<file path="src/rtl/blkrd_pkg.sv">
package blkrd_pkg;
  localparam int PA_W = 40;
  localparam int CMD_W = 12;
  localparam int AD_W = 64;
  localparam logic [2:0] CMD_BLOCK_READ = 3'b010;

  typedef enum logic [1:0] {
    LS_INVALID  = 2'b00,
    LS_SHARED   = 2'b01,
    LS_CLEAN_EX = 2'b10,
    LS_DIRTY_EX = 2'b11
  } line_state_e;

  // Command word of the block-read address cycle.
  function automatic logic [CMD_W-1:0] cmd_word(input logic [2:0] tag,
                                                input logic [1:0] cause,
                                                input logic [1:0] st);
    return {1'b0, tag, CMD_BLOCK_READ, cause, st, 1'b1};
  endfunction

  // Address/data word of the block-read address cycle.
  function automatic logic [AD_W-1:0] ad_word(input logic [3:0] target,
                                              input logic way,
                                              input logic [PA_W-1:0] addr);
    return {target, 2'b00, way, 17'd0, addr};
  endfunction
endpackage

</file>
<file path="src/rtl/blkrd_rdy_hist.sv">
module blkrd_rdy_hist #(
  parameter int LAG = 2
) (
  input  logic clk,
  input  logic rst_n,
  input  logic rdy_n,
  output logic rdy_ok
);
  // The address cycle is one register after acceptance, so the history
  // needs LAG-1 stages to present the value from LAG cycles before the bus.
  localparam int STAGES = LAG - 1;
  logic [STAGES-1:0] hist_q;

  generate
    if (STAGES == 1) begin : g_one
      always_ff @(posedge clk or negedge rst_n) begin
        if (!rst_n) hist_q <= 1'b1;
        else        hist_q <= rdy_n;
      end
      AST_RDY_HISTORY: assert property (@(posedge clk) disable iff (!rst_n)
        rdy_ok |-> $past(rdy_n) == 1'b0);
    end else begin : g_many
      always_ff @(posedge clk or negedge rst_n) begin
        if (!rst_n) hist_q <= '1;
        else        hist_q <= {hist_q[STAGES-2:0], rdy_n};
      end
    end
  endgenerate

  assign rdy_ok = ~hist_q[STAGES-1];
endmodule

</file>
<file path="src/rtl/blkrd_conflict.sv">
module blkrd_conflict #(
  parameter int PA_W   = 40,
  parameter int LINE_W = 7,
  parameter int N      = 4
) (
  input  logic [PA_W-1:0]   probe,
  input  logic [N-1:0]      vld,
  input  logic [N*PA_W-1:0] addrs,
  output logic              hit
);
  function automatic logic same_line(input logic [PA_W-1:0] a,
                                     input logic [PA_W-1:0] b);
    return a[PA_W-1:LINE_W] == b[PA_W-1:LINE_W];
  endfunction

  logic [N-1:0] match;

  generate
    for (genvar i = 0; i < N; i++) begin : g_cmp
      assign match[i] = vld[i] && same_line(probe, addrs[i*PA_W +: PA_W]);
    end
  endgenerate

  assign hit = |match;
endmodule

</file>
<file path="src/rtl/blkrd_tag_pool.sv">
module blkrd_tag_pool #(
  parameter int TAGS  = 8,
  parameter int TAG_W = $clog2(TAGS),
  parameter int CNT_W = $clog2(TAGS + 1)
) (
  input  logic             clk,
  input  logic             rst_n,
  input  logic             alloc,
  input  logic             rel_valid,
  input  logic [TAG_W-1:0] rel_tag,
  output logic             any_free,
  output logic [TAG_W-1:0] pick,
  output logic [CNT_W-1:0] busy_cnt
);
  logic [TAGS-1:0] free_q;
  logic [TAGS-1:0] rel_mask;
  logic [TAGS-1:0] alloc_mask;

  function automatic logic [TAG_W-1:0] lowest_set(input logic [TAGS-1:0] m);
    logic [TAG_W-1:0] r;
    r = '0;
    for (int i = TAGS - 1; i >= 0; i--) if (m[i]) r = TAG_W'(i);
    return r;
  endfunction

  function automatic logic [CNT_W-1:0] zeros_count(input logic [TAGS-1:0] m);
    logic [CNT_W-1:0] c;
    c = '0;
    for (int i = 0; i < TAGS; i++) c = c + CNT_W'(!m[i]);
    return c;
  endfunction

  always_comb begin
    rel_mask = '0;
    if (rel_valid) rel_mask[rel_tag] = 1'b1;
    alloc_mask = '0;
    if (alloc) alloc_mask[pick] = 1'b1;
  end

  assign any_free = |free_q;
  assign pick     = lowest_set(free_q);
  assign busy_cnt = zeros_count(free_q);

  always_ff @(posedge clk or negedge rst_n) begin
    if (!rst_n) free_q <= '1;
    else        free_q <= (free_q | rel_mask) & ~alloc_mask;
  end

  AST_ALLOC_NEEDS_FREE: assert property (@(posedge clk) disable iff (!rst_n)
    alloc |-> any_free);
  AST_TAG_HELD: assert property (@(posedge clk) disable iff (!rst_n)
    alloc |=> !free_q[$past(pick)]);
  AST_RELEASE_FREES: assert property (@(posedge clk) disable iff (!rst_n)
    rel_valid |=> free_q[$past(rel_tag)]);
endmodule

</file>
<file path="src/rtl/blkrd_issuer.sv">
module blkrd_issuer
  import blkrd_pkg::*;
#(
  parameter int LINE_W  = 7,
  parameter int OBUF_N  = 4,
  parameter int COH_N   = 2,
  parameter int TAGS    = 8,
  parameter int RDY_LAG = 2,
  parameter int CNT_W   = $clog2(TAGS + 1)
) (
  input  logic                   clk,
  input  logic                   rst_n,
  input  logic                   miss_valid,
  output logic                   miss_ready,
  input  logic [PA_W-1:0]        miss_addr,
  input  logic [1:0]             miss_cause,
  input  logic [3:0]             miss_target,
  input  logic                   miss_way,
  input  logic [1:0]             miss_state,
  input  logic                   master_state,
  input  logic                   rd_rdy_n,
  input  logic [OBUF_N-1:0]      obuf_valid,
  input  logic [OBUF_N*PA_W-1:0] obuf_addr,
  input  logic [COH_N-1:0]       coh_valid,
  input  logic [COH_N*PA_W-1:0]  coh_addr,
  input  logic [CNT_W-1:0]       req_max,
  input  logic                   cmp_valid,
  input  logic [2:0]             cmp_tag,
  output logic [CMD_W-1:0]       sys_cmd,
  output logic [AD_W-1:0]        sys_ad,
  output logic                   sys_val_n,
  output logic                   inv_en,
  output logic [PA_W-1:0]        inv_addr,
  output logic                   inv_way,
  output logic                   wb_en,
  output logic [PA_W-1:0]        wb_addr,
  output logic                   wb_way
);
  localparam int TAG_W = $clog2(TAGS);

  // Named internal events
  logic             rdy_ok;
  logic             obuf_hit;
  logic             coh_hit;
  logic             tag_free;
  logic             under_limit;
  logic             can_issue;
  logic             fire;
  logic [TAG_W-1:0] tag_pick;
  logic [CNT_W-1:0] busy_cnt;

  blkrd_rdy_hist #(.LAG(RDY_LAG)) u_rdy (
    .clk(clk), .rst_n(rst_n), .rdy_n(rd_rdy_n), .rdy_ok(rdy_ok)
  );

  blkrd_conflict #(.PA_W(PA_W), .LINE_W(LINE_W), .N(OBUF_N)) u_obuf_cmp (
    .probe(miss_addr), .vld(obuf_valid), .addrs(obuf_addr), .hit(obuf_hit)
  );

  blkrd_conflict #(.PA_W(PA_W), .LINE_W(LINE_W), .N(COH_N)) u_coh_cmp (
    .probe(miss_addr), .vld(coh_valid), .addrs(coh_addr), .hit(coh_hit)
  );

  blkrd_tag_pool #(.TAGS(TAGS), .TAG_W(TAG_W), .CNT_W(CNT_W)) u_tags (
    .clk(clk), .rst_n(rst_n), .alloc(fire),
    .rel_valid(cmp_valid), .rel_tag(cmp_tag[TAG_W-1:0]),
    .any_free(tag_free), .pick(tag_pick), .busy_cnt(busy_cnt)
  );

  assign under_limit = busy_cnt < req_max;
  assign can_issue   = master_state && rdy_ok && !obuf_hit && !coh_hit
                       && under_limit && tag_free;
  assign miss_ready  = can_issue;
  assign fire        = miss_valid && can_issue;

  // Cache-side effects in the acceptance cycle, ahead of the bus cycle.
  assign inv_en   = fire;
  assign inv_addr = miss_addr;
  assign inv_way  = miss_way;
  assign wb_en    = fire && (line_state_e'(miss_state) == LS_DIRTY_EX);
  assign wb_addr  = miss_addr;
  assign wb_way   = miss_way;

  always_ff @(posedge clk or negedge rst_n) begin
    if (!rst_n) begin
      sys_val_n <= 1'b1;
      sys_cmd   <= '0;
      sys_ad    <= '0;
    end else if (fire) begin
      sys_val_n <= 1'b0;
      sys_cmd   <= cmd_word(3'(tag_pick), miss_cause, miss_state);
      sys_ad    <= ad_word(miss_target, miss_way, miss_addr);
    end else begin
      sys_val_n <= 1'b1;
      sys_cmd   <= '0;
      sys_ad    <= '0;
    end
  end

  AST_CMD_MARKERS: assert property (@(posedge clk) disable iff (!rst_n)
    !sys_val_n |-> (!sys_cmd[11] && sys_cmd[0] && sys_cmd[7:5] == CMD_BLOCK_READ));
  AST_AD_SPARE_ZERO: assert property (@(posedge clk) disable iff (!rst_n)
    !sys_val_n |-> (sys_ad[59:58] == 2'b00 && sys_ad[56:40] == '0));
  AST_IDLE_BUS: assert property (@(posedge clk) disable iff (!rst_n)
    sys_val_n |-> (sys_cmd == '0 && sys_ad == '0));
  AST_ONE_AFTER_ACCEPT: assert property (@(posedge clk) disable iff (!rst_n)
    (miss_valid && miss_ready) |=> !sys_val_n);
  AST_RDY_TWO_BACK: assert property (@(posedge clk) disable iff (!rst_n)
    !sys_val_n |-> $past(rd_rdy_n, 2) == 1'b0);
  AST_MASTER_ONLY: assert property (@(posedge clk) disable iff (!rst_n)
    !sys_val_n |-> $past(master_state));
  AST_OBUF_BLOCKS: assert property (@(posedge clk) disable iff (!rst_n)
    obuf_hit |-> !miss_ready);
  AST_COH_BLOCKS: assert property (@(posedge clk) disable iff (!rst_n)
    coh_hit |-> !miss_ready);
  AST_NO_OVER_LIMIT: assert property (@(posedge clk) disable iff (!rst_n)
    !sys_val_n |-> $past(busy_cnt) < $past(req_max));
  AST_WB_DIRTY_ONLY: assert property (@(posedge clk) disable iff (!rst_n)
    wb_en |-> (inv_en && miss_state == 2'b11));
endmodule

</file>
<file path="config.mk">
export PLATFORM = sky130hd
export DESIGN_NAME = blkrd_issuer
export DESIGN_NICKNAME = d
export VERILOG_FILES = /design/src/rtl/blkrd_pkg.sv /design/src/rtl/blkrd_rdy_hist.sv /design/src/rtl/blkrd_conflict.sv /design/src/rtl/blkrd_tag_pool.sv /design/src/rtl/blkrd_issuer.sv
export SDC_FILE = /design/constraint.sdc
export NUM_CORES = 1
export LEC_CHECK = 0
export ABC_AREA = 0
export CELL_PAD_IN_SITES_DETAIL_PLACEMENT = 1
export CELL_PAD_IN_SITES_GLOBAL_PLACEMENT = 1
export CORE_AREA = 2 2 181 183
export CTS_CLUSTER_SIZE = 8
export DETAILED_ROUTE_END_ITERATION = 8
export DIE_AREA = 0 0 183 185
export PLACE_DENSITY = 0.76
export SYNTH_ARGS = -nofsm -noshare
export SYNTH_HDL_FRONTEND = slang
export SYNTH_SLANG_ARGS = --single-unit
</file>
<file path="constraint.sdc">
create_clock -name clk -period 5 [get_ports clk]
set_input_delay 1 -clock clk [delete_from_list [all_inputs] [get_ports clk]]
set_output_delay 1 -clock clk [all_outputs]
set_load 0.05 [all_outputs]
</file>
# Yosys cells after proc, flatten, opt, wreduce, memory -nomap -nowiden
# Index checks and enable logic that the tools add are counted.
# W data, S select, Z words.
# totals
register_bits,85
in_bits,308
output_inout_bits,162
word_cells,73
# classes
n_addsub,7
order_cmp,5
eq_ne,7
muxes,17
bitwise_logic,4
n_reduce_logical,28
# ops
cell,count
$eq A33 B33 Y1,6
$mux W64,1
$add A4 B1 Y4,6
$mux W3,8
$mux W8,2
$logic_and A1 B1 Y1,15
$mux W11,1
$logic_not A1 Y1,10
$and A8 B8 Y8,1
$lt A3 B4 Y1 const B,2
$not A8 Y8,1
$or A8 B8 Y8,1
$reduce_or A8 Y1,1
$demux W1 S3,2
$ge A3 B1 Y1 const B,2
$lt A4 B4 Y1,1
$reduce_or A4 Y1,1
$mux W1,3
$add A1 B1 Y2,1
$eq A2 B2 Y1 const B,1
$reduce_or A2 Y1,1
$not A1 Y1,1

# Depth between registers and ports, before layout
# Gate-level depths: netlist of run 1.
# depth
word_depth,15
depth_mapped,17
depth_no_buf,16

# By module
# Synthesis of run 1 repeated with hierarchy kept, for this count alone.
# hier_totals
cells_unflattened,658
hier_area_um2,6079.6
# modules_own_cells
module,instances,cells_per_inst,area_each_um2,seq_area_each_um2
blkrd_issuer,1,312,3226.8,1352.5
blkrd_conflict at u_obuf_cmp,1,181,1448.9,0.0
blkrd_conflict at u_coh_cmp,1,89,719.4,0.0
blkrd_tag_pool,1,74,654.4,210.2
blkrd_rdy_hist,1,2,30.0,26.3

# Least setup slack after synthesis of run 1
# No wires, ideal clock.
# synth_path
kind,register to output
start,register u_tags.free_q[0]
end,output miss_ready
arrival_time_ns,4.797
required_ns,4.000
setup_slack_ns,-0.797
path_stages_with_launch,15
path_buffers,0
cell_sequence,dfstp_2 -> inv_1 -> ha_1 -> fa_1 -> fa_1 -> fa_1 -> inv_1 -> fa_1 -> inv_1 -> ha_1 -> a21o_1 -> a21o_1 -> a21oi_1 -> nand4_1 -> nor3_1
# synth_via
elab_chain_cells,11
elab_cells_between_ends,12
classes_between,add/sub (7); order compare (1); reduce/logical (4)
# synth_rtl
element,line,text
"start, declared",blkrd_tag_pool.sv:15,logic [TAGS-1:0] free_q;
"start signal, assigned",blkrd_tag_pool.sv:46,else free_q <= (free_q | rel_mask) & ~alloc_mask;
$logic_not A1 Y1,blkrd_tag_pool.sv:29,for (int i = 0; i < TAGS; i++) c = c + CNT_W'(!m[i]);
$add A1 B1 Y2,blkrd_tag_pool.sv:29,
$add A4 B1 Y4 (6 in series),blkrd_tag_pool.sv:29,
$lt A4 B4 Y1,blkrd_issuer.sv:70,assign under_limit = busy_cnt < req_max;
$logic_and A1 B1 Y1,blkrd_issuer.sv:72,&& under_limit && tag_free;
$logic_and A1 B1 Y1 (*),blkrd_issuer.sv:72,
"end, declared",blkrd_issuer.sv:14,"output logic miss_ready,"
# Mark *: on every way between the ends. The rest lies on a longest branch, timed or not.

# Worst setup path in the final report of run 1
# layout_path
start,register u_tags.free_q[1]
end,output wb_en
# layout_via
elab_chain_cells,13
elab_cells_between_ends,14
classes_between,add/sub (7); order compare (1); reduce/logical (6)
# layout_rtl
element,line,text
$logic_not A1 Y1,blkrd_tag_pool.sv:29,
$add A1 B1 Y2,blkrd_tag_pool.sv:29,
$add A4 B1 Y4 (6 in series),blkrd_tag_pool.sv:29,
$lt A4 B4 Y1,blkrd_issuer.sv:70,
$logic_and A1 B1 Y1,blkrd_issuer.sv:72,
$logic_and A1 B1 Y1 (*),blkrd_issuer.sv:72,
$logic_and A1 B1 Y1 (*),blkrd_issuer.sv:74,assign fire = miss_valid && can_issue;
$logic_and A1 B1 Y1 (*),blkrd_issuer.sv:80,assign wb_en = fire && (line_state_e'(miss_state) == LS_DIRTY_EX);
"end, declared",blkrd_issuer.sv:35,"output logic wb_en,"
# Marks and branches as above.

==> results summary, run 1 <==
The hold violation count in the final report is 0. Adding up every negative setup slack in the final design gives -1.80 ns. The number of nets with antenna violations after detailed routing is 0. The path class of the tightest hold or removal check is reg2reg. The simple-gate area share of the yosys netlist is 0.160. The remaining global-route overflow came out at 0. The number of synthesized flops with an enable pin came out at 0. The number of pins with negative max-slew slack in the final report came out at 0. The count of different cell masters after synthesis is 33. The run finished, with violations left.

The number of vias after detailed routing came out at 5588. The data arrival time of the worst path came out at 4.69 ns. Fill cells in the final layout number 3648. Max-cap violations in this run came to 0.

The final net count came out at between 1000 and 1500. The via-per-instance ratio came out at 4.05. Yosys attributes the largest share of cell area to sky130_fd_sc_hd__dfrtp_1, sky130_fd_sc_hd__xnor2_1, sky130_fd_sc_hd__buf_4. Setup repair after global routing could not meet its margin everywhere. The design draws 2.70 mW. The area after detailed placement is slightly below 10000 um2. The worst clock skew on the final layout came out at 0.00862 ns. The library cell used most frequently in the layout, excluding fill and tap cells, is sky130_fd_sc_hd__clkdlybuf4s50_1. The worst setup path is captured at an output pin. The type of origin of the critical path is a flip-flop.

The total wire length after detailed routing came out at 31.3 mm. The starting DRC count in detailed routing is 199. CTS saw 63 sinks. The number of buffers on the longest clock path is 2. The master cell of the clock root buffer is sky130_fd_sc_hd__clkbuf_16. The setup path with the least slack is of type reg2out. The proportion of register bits with asynchronous set or reset after synthesis came out at 1.00. The final standard cell area without fillers came out at slightly above 10000 um2. The multiplexer share of the synthesized area came out at 0.

The maximum frequency from static timing analysis is 176 MHz. The register clock-pin slew on the reported worst setup and hold paths is 0.06 ns. The half-perimeter wire length of the detailed placement result is 26.8 mm. During I/O placement, the number of pins put on the boundary was 470.

The logic depth of the worst register-to-register path is 19. Of the total synthesized cell area, the portion taken by XOR and XNOR cells is 0.308. The checks that failed: setup timing. The initial antenna violation count is 2.

The placement-stage worst setup slack came out at -0.636 ns. The largest fanout of any net on the critical path is 3. Entering global routing, the biggest net connects 64 pins. The total core area is 32000 um2. The mean area per synthesized cell is 9.24 um2. The detail-routed net length per standard cell came out at 22.7 um. The area fraction in compound gates after synthesis came out at 0.0305. The die is 185 um tall. The library cells used most frequently in the layout, excluding fill and tap cells, are sky130_fd_sc_hd__clkdlybuf4s50_1, sky130_fd_sc_hd__xnor2_1, sky130_fd_sc_hd__buf_4. The die outline area came out at ~34000 um2. The count of endpoints failing setup in the final report came out at 3. The via count of the first global-routing pass is approximately 6300. Before antenna repair, the detailed router went through 6 iterations.

The worst pin sits at a relative slew slack of 0.415. By area, the combinational part of the netlist is dominated by XOR/XNOR gates. The count of H-tree levels built during CTS came out at 3. Of the total synthesized cell area, the portion taken by full adders, half adders and majority gates is 0.0276. The number of standard cells in the layout, taps in and fillers out is 1381. The effective utilization at floorplan came out at 0.176. Synthesis produced a netlist whose cell count is between 600 and 700. The wire length of the first global-routing pass is 42.7 mm. For this run, the share of the core covered by cells in the final layout is 0.318. The total instance count after detailed placement is 1361.

In the final layout, the share of cells above drive strength 1 is 0.111. The worst voltage drop across the vdd grid is 0.128 mV. For this run, the register share of the synthesized area comes to 0.282. The count of buffers inserted at the top-level ports came out at between 400 and 500. The cell taking the most area after synthesis is sky130_fd_sc_hd__dfrtp_1. The clock period minus final worst setup slack is 5.69 ns. The count of warnings emitted by yosys came out at 0. In this run the static leakage power is 3.97 nW.

The number of buffers inserted for hold repair after clock tree synthesis came out at 0. The area fraction of the dominant cell type after synthesis is 0.236. The number of buffers created by CTS is 9. Across all hold checks on the routed design, the worst slack comes to 0.567 ns. The floorplan die width is around 180 um.

The required time of the critical path is 4.00 ns. The congestion estimate from routability-driven global placement came to 0.866. The clock reaches the later pin of the worst-skew pair after ~0.33 ns. The summed instance area of the synthesized netlist is 5630 um2. The area growth from synthesis to layout is 80.8%. The post-detailed-route DRC marker count came out at 0. Counting instances, the worst hold path has a depth of 2.

The least setup slack across all paths after layout came out at -0.687 ns. For flop-to-flop paths, the worst setup slack is 0.28 ns. In the synthesized netlist the dominant register cell turns out to be sky130_fd_sc_hd__dfrtp_1. The number of synthesized register bits came out at 63.

Dividing the final minimum period by the clock period gives 1.14. The clock tree from TritonCTS is done. The total power density per cell area is 266 nW/um2. The count of standard-cell rows is 66. The total global-route track usage is 0.181. For the pin with the worst max-slew slack, the measured transition is slightly below 0.9 ns.
-- state kept, by name, summed over array words and instances, names as in the netlist --
signal	count
sys_ad	45
sys_cmd	8
sys_val_n	1
u_rdy.hist_q	1
u_tags.free_q	8
-- what timing repair did --
action	CTS	global route
buffers inserted	3	0
pin swaps	9	2
resized for setup	5	3
gates cloned	0	0
endpoints found under the setup margin	55	21
-- cell type report --
cell class | instances | area, um2 | area share
Sequential cell | 63 | 1590 | 0.156
Clock inverter | 7 | 103 | 0.0101
Tap cell | 408 | 510 | 0.0502
Inverter | 18 | 67.6 | 0.00664
Clock buffer | 9 | 225 | 0.0221
Multi-Input combinational cell | 405 | 3080 | 0.303
Antenna cell | 1 | 2.50 | 0.000246
Timing Repair Buffer | 470 | 4600 | 0.452
-- kinds of logic (layout without fill, tap and decap cells) --
| kind of cell | after synthesis | in the layout |
|---|---|---|
| other | 1 | 23 |
| DFF | 63 | 63 |
| xor gates and xnor gates | 198 | 198 |
| and+or+nand+nor | 148 | 148 |
| adders and majority gates | 10 | 10 |
| AOI/OAI and AO/OA | 27 | 27 |
| buffers and inverters | 162 | 504 |
-- per-layer routing --
metal	routed length [um]	vias up	track usage
met5	0	-	0
met4	712	0	0.0506
met3	2010	31	0.0362
met2	16700	299	0.348
met1	11900	2693	0.200
li1	-	2565	-
-- report_power, final --
part / internal (mW) / leakage [nW] / total [mW] / switching [mW]
Sequential: 0.579 / 0.835 / 0.608 / 0.0285
Clock: 0.443 / 0.157 / 0.707 / 0.264
Combinational: 0.619 / 2.98 / 1.39 / 0.769
-- cells in the mapped netlist (2+ instances only) --
| master | count |
|---|---|
| sky130_fd_sc_hd__a21o_1 | 2 |
| sky130_fd_sc_hd__a31oi_1 | 11 |
| sky130_fd_sc_hd__buf_4 | 116 |
| sky130_fd_sc_hd__ha_1 | 6 |
| sky130_fd_sc_hd__buf_2 | 24 |
| sky130_fd_sc_hd__fa_1 | 4 |
| sky130_fd_sc_hd__and3_1 | 6 |
| sky130_fd_sc_hd__xnor2_1 | 149 |
| sky130_fd_sc_hd__dfrtp_1 | 53 |
| sky130_fd_sc_hd__inv_1 | 17 |
| sky130_fd_sc_hd__dfstp_2 | 10 |
| sky130_fd_sc_hd__and2_1 | 48 |
| sky130_fd_sc_hd__nor2b_1 | 4 |
| sky130_fd_sc_hd__nand3_1 | 8 |
| sky130_fd_sc_hd__nor4_1 | 19 |
| sky130_fd_sc_hd__nand4_1 | 39 |
| sky130_fd_sc_hd__clkbuf_1 | 4 |
| sky130_fd_sc_hd__nand2_1 | 3 |
| sky130_fd_sc_hd__nor2_1 | 11 |
| sky130_fd_sc_hd__xor2_1 | 49 |
| sky130_fd_sc_hd__a21oi_1 | 8 |
| sky130_fd_sc_hd__nor3_1 | 5 |
| sky130_fd_sc_hd__o21ai_0 | 3 |
-- worst max-delay path, cell delays in order, from the launching register on --
cell and delay [ns]:
sky130_fd_sc_hd__dfstp_2 0.54, sky130_fd_sc_hd__inv_2 0.05, sky130_fd_sc_hd__ha_4 0.22, sky130_fd_sc_hd__fa_1 0.49, sky130_fd_sc_hd__fa_1 0.45, sky130_fd_sc_hd__fa_2 0.39, sky130_fd_sc_hd__inv_2 0.06, sky130_fd_sc_hd__fa_1 0.40
sky130_fd_sc_hd__inv_1 0.07, sky130_fd_sc_hd__ha_1 0.22, sky130_fd_sc_hd__a21o_1 0.16, sky130_fd_sc_hd__a21o_1 0.16, sky130_fd_sc_hd__a21oi_2 0.17, sky130_fd_sc_hd__nand4_1 0.20, sky130_fd_sc_hd__nor4_4 0.25, sky130_fd_sc_hd__buf_4 0.19
sky130_fd_sc_hd__and3_4 0.19, sky130_fd_sc_hd__buf_12 0.13
-- path summary, 6_finish.rpt --
path	startpoint	to
max	u_tags.free_q[1]	wb_en
min	u_tags.free_q[2]	u_tags.free_q[2]
max reg2reg	u_tags.free_q[1]	sys_cmd[10]
min reg2reg	u_tags.free_q[2]	u_tags.free_q[2]
max in group asynchronous	rst_n	sys_ad[20]
min in group asynchronous	rst_n	sys_cmd[10]
No activity file was read; power rests on OpenSTA's default activity.
==> inputs of run 2 (changes only) <==
--- a/config.mk
+++ b/config.mk
@@ -8,11 +8,11 @@
 export ABC_AREA = 0
 export CELL_PAD_IN_SITES_DETAIL_PLACEMENT = 1
 export CELL_PAD_IN_SITES_GLOBAL_PLACEMENT = 1
-export CORE_AREA = 2 2 181 183
+export CORE_AREA = 2 2 184 186
 export CTS_CLUSTER_SIZE = 8
 export DETAILED_ROUTE_END_ITERATION = 8
-export DIE_AREA = 0 0 183 185
-export PLACE_DENSITY = 0.76
+export DIE_AREA = 0 0 186 188
+export PLACE_DENSITY = 0.72
 export SYNTH_ARGS = -nofsm -noshare
 export SYNTH_HDL_FRONTEND = slang
 export SYNTH_SLANG_ARGS = --single-unit
==> constraint.sdc (replaced) <==
create_clock -name clk -period 6.2 [get_ports clk]
set_input_delay 1.24 -clock clk [delete_from_list [all_inputs] [get_ports clk]]
set_output_delay 1.24 -clock clk [all_outputs]
set_load 0.05 [all_outputs]
==> results summary, run 2 (synthesis gave the netlist of run 1 again) <==
The detail-routed net length per standard cell came to 22.1 um (-2.4%). The total global-route track usage came out at 0.173 (-0.00735). The slack of the worst reg-to-reg path came out at 1.20 ns (+0.92 ns). The wire length of the first global-routing pass was 42.3 mm (-1.0%). The actual slew at the worst max-slew pin was 0.855 ns (-0.0222 ns).

The number of buffers created by CTS came out at 9 (unchanged). The initial antenna violation count was 3 (+1). The total wire length after detailed routing is 30.9 mm (-1.4%). The register with the most flip-flops is sys_ad. The count of buffers inserted at the top-level ports is 405 (unchanged). The worst setup path is launched from a flip-flop. The via count of the first global-routing pass came out at 6139 (-2.0%). The cell count of the worst hold path is 2 (unchanged).

The floorplan die width is 186 um (+1.6%). In this run the clock root is driven by a sky130_fd_sc_hd__clkbuf_16. By startpoint and endpoint, the worst setup path is classified as reg2out.

The post-detailed-route DRC marker count is 0 (unchanged). The flip-flop count of the largest register after layout is 45 (unchanged). The count of standard-cell rows is 67 (+1.5%). The via-per-instance ratio is 3.93 (-2.9%). The static power due to leakage is 3.83 nW (-3.6%).

The register clock-pin slew on the reported worst setup and hold paths came out at 0.05 ns (about the same). The area growth from synthesis to layout came out at 77.1%. The critical path capture point type is an output pin.

The path class of the tightest hold or removal check is reg2reg. The number of buffers inserted for hold repair after clock tree synthesis came to 0 (unchanged). TritonCTS built the clock tree.

The core occupancy in the finished layout came out at 0.301 (-0.0165). The start point of the worst min-delay path is u_tags.free_q[3]. The relative slew slack was 0.430 (+0.0148). The data arrival time of the worst path came out at 4.85 ns (+0.16 ns). The starting DRC count in detailed routing came out at 79 (-60%). The library cells used most frequently in the layout, excluding fill and tap cells, are sky130_fd_sc_hd__clkdlybuf4s50_1, sky130_fd_sc_hd__xnor2_1, sky130_fd_sc_hd__dfrtp_1. The effective utilization at floorplan came to 0.170 (-0.00569). The count of H-tree levels built during CTS came out at 3 (unchanged). The start of the worst register-to-register path is u_tags.free_q[1]. The clock latency reported for the late side of the worst-skew pair came out at 0.34 ns (about the same).

The number of nets with antenna violations after detailed routing came out at 0 (unchanged). The number of top-level pins was 470 (unchanged). The required time of the critical path is 4.96 ns (+0.96 ns).

The height of the chip is 188 um (+1.6%). The final net count is 1261 (-1.9%). The hold violation count in the final report came out at 0 (unchanged). The number of antenna cells inserted came to 0 (-1).

The largest registers in the layout are sys_ad x45, sys_cmd x8, u_tags.free_q x8. The largest fanout of any net on the critical path is 4 (+1). The maximum frequency from static timing analysis came out at 164 MHz. The weighted congestion at the end of routability-driven global placement is 0.805 (-7.0%).

The number of clock sinks is 63 (unchanged). The fraction of final layout cells with drive strength greater than 1 is 0.0844 (-0.0267). The flow ran to the end, and the final reports show no timing, DRC or antenna violations.

The overall power of the completed layout came to 2.08 mW (-23%). The final hold slack came out at 0.574 ns (+0.00716 ns). The total power density per cell area was 209 nW/um2 (-21%). The total core area is 33100 um2 (+3.3%).

The path with the worst hold slack has its endpoint at u_tags.free_q[3]. The clock period minus final worst setup slack is 6.09 ns. The count of maximum capacitance violations came to 0 (unchanged). The least setup slack across all paths after layout came to 0.110 ns (+0.797 ns).

Setup repair after global routing could not meet its margin everywhere. The placement-stage worst setup slack came out at 0.00724 ns (+0.644 ns). The logic depth of the worst register-to-register path came out at 19 (unchanged). The die outline area was 35000 um2 (+3.3%). The worst voltage drop across the vdd grid is 0.112 mV (-13%). The number of pins with negative max-slew slack in the final report is 0 (unchanged).

The pin count of the biggest net entering global routing is 64 (unchanged). The number of buffers on the longest clock path came out at 2 (unchanged). The final setup TNS is 0 ns (+1.80 ns). The half-perimeter wire length of the detailed placement result is 26.4 mm (-1.2%). The capture instance of the worst register-to-register path is sys_cmd[10]. The number of detailed-routing iterations run before antenna repair is 4 (-2). The commonest non-fill, non-tap cell in the layout is sky130_fd_sc_hd__clkdlybuf4s50_1. The number of vias after detailed routing came to 5484 (-1.9%).

The count of endpoints failing setup in the final report came to 0 (-3). The worst clock skew on the final layout came out at 0.0120 ns (+0.00338 ns). The remaining global-route overflow came to 0 (unchanged).

The share of the clock period used by the worst path is 0.982.
run 2: changes by cell type in the layout (fill, tap and decap cells not counted), moves of 2 or more:
cell,delta
sky130_fd_sc_hd__buf_4,-23
sky130_fd_sc_hd__clkbuf_1,+3
sky130_fd_sc_hd__clkinv_2,+2
sky130_fd_sc_hd__inv_6,-3
run 2: metal layers:
metal  wire length (um)  global-route usage  up-vias  share of wire
met5                 22                   0        -        0.00071
met4                439              0.0333        4          0.014
met3               2050              0.0421       24          0.066
met2              16300               0.330      269           0.53
met1              12100               0.193     2671           0.39
li1                   -                   -     2516              -
run 2: what timing repair did:
| action | 4_1_cts | 5_1_grt |
|---|---|---|
| setup endpoints to repair | 3 | 3 |
| setup buffers | 2 | 4 |
| gates resized for setup | 3 | 4 |
| pin swaps | 5 | 11 |
run 2: critical path, stage by stage (launching register included):
cell	delay (ns)
sky130_fd_sc_hd__dfstp_2	0.57
sky130_fd_sc_hd__inv_2	0.06
sky130_fd_sc_hd__ha_4	0.26
sky130_fd_sc_hd__fa_1	0.43
sky130_fd_sc_hd__fa_1	0.49
sky130_fd_sc_hd__fa_2	0.37
sky130_fd_sc_hd__inv_2	0.07
sky130_fd_sc_hd__fa_1	0.40
sky130_fd_sc_hd__inv_1	0.07
sky130_fd_sc_hd__ha_1	0.22
sky130_fd_sc_hd__a21o_1	0.18
sky130_fd_sc_hd__a21o_1	0.16
sky130_fd_sc_hd__a21oi_2	0.18
sky130_fd_sc_hd__nand4_1	0.09
sky130_fd_sc_hd__buf_4	0.17
sky130_fd_sc_hd__nor4_4	0.40
sky130_fd_sc_hd__and3_4	0.26
sky130_fd_sc_hd__buf_12	0.13
run 2: per-stage QoR:
step           instance area [um2]  cells
2_1_floorplan                 5710    630
3_3_place_gp                  9620   1374
3_5_place_dp                  9620   1374
4_1_cts                       9930   1392
5_1_grt                       9970   1396
6_report                      9970   1396
run 2: area by class of cell:
class	instances	area, um2
inverter	18	67.6
tap	448	561
clock inverter	4	47.5
sequential	63	1590
fill	3818	23100
multi-input combinational	405	3070
clock buffer	12	236
timing repair buffer	446	4400
run 2: power by group:
group	total [mW]	internal, mW	switching (mW)
logic	1.09	0.483	0.607
clock network	0.496	0.310	0.186
registers	0.495	0.468	0.0274
run 2: worst max path at each step:
stage	slack, ns	cells past startpoint	start	to
2_1_floorplan	0.16	14	u_tags.free_q[0]	miss_ready
5_1_grt	-0.08	17	u_tags.free_q[1]	wb_en
6_report	0.11	17	u_tags.free_q[1]	wb_en
3_5_place_dp	0.007	16	u_tags.free_q[0]	wb_en
4_1_cts	0.004	17	u_tags.free_q[1]	wb_en
3_3_place_gp	0.15	16	u_tags.free_q[0]	wb_en
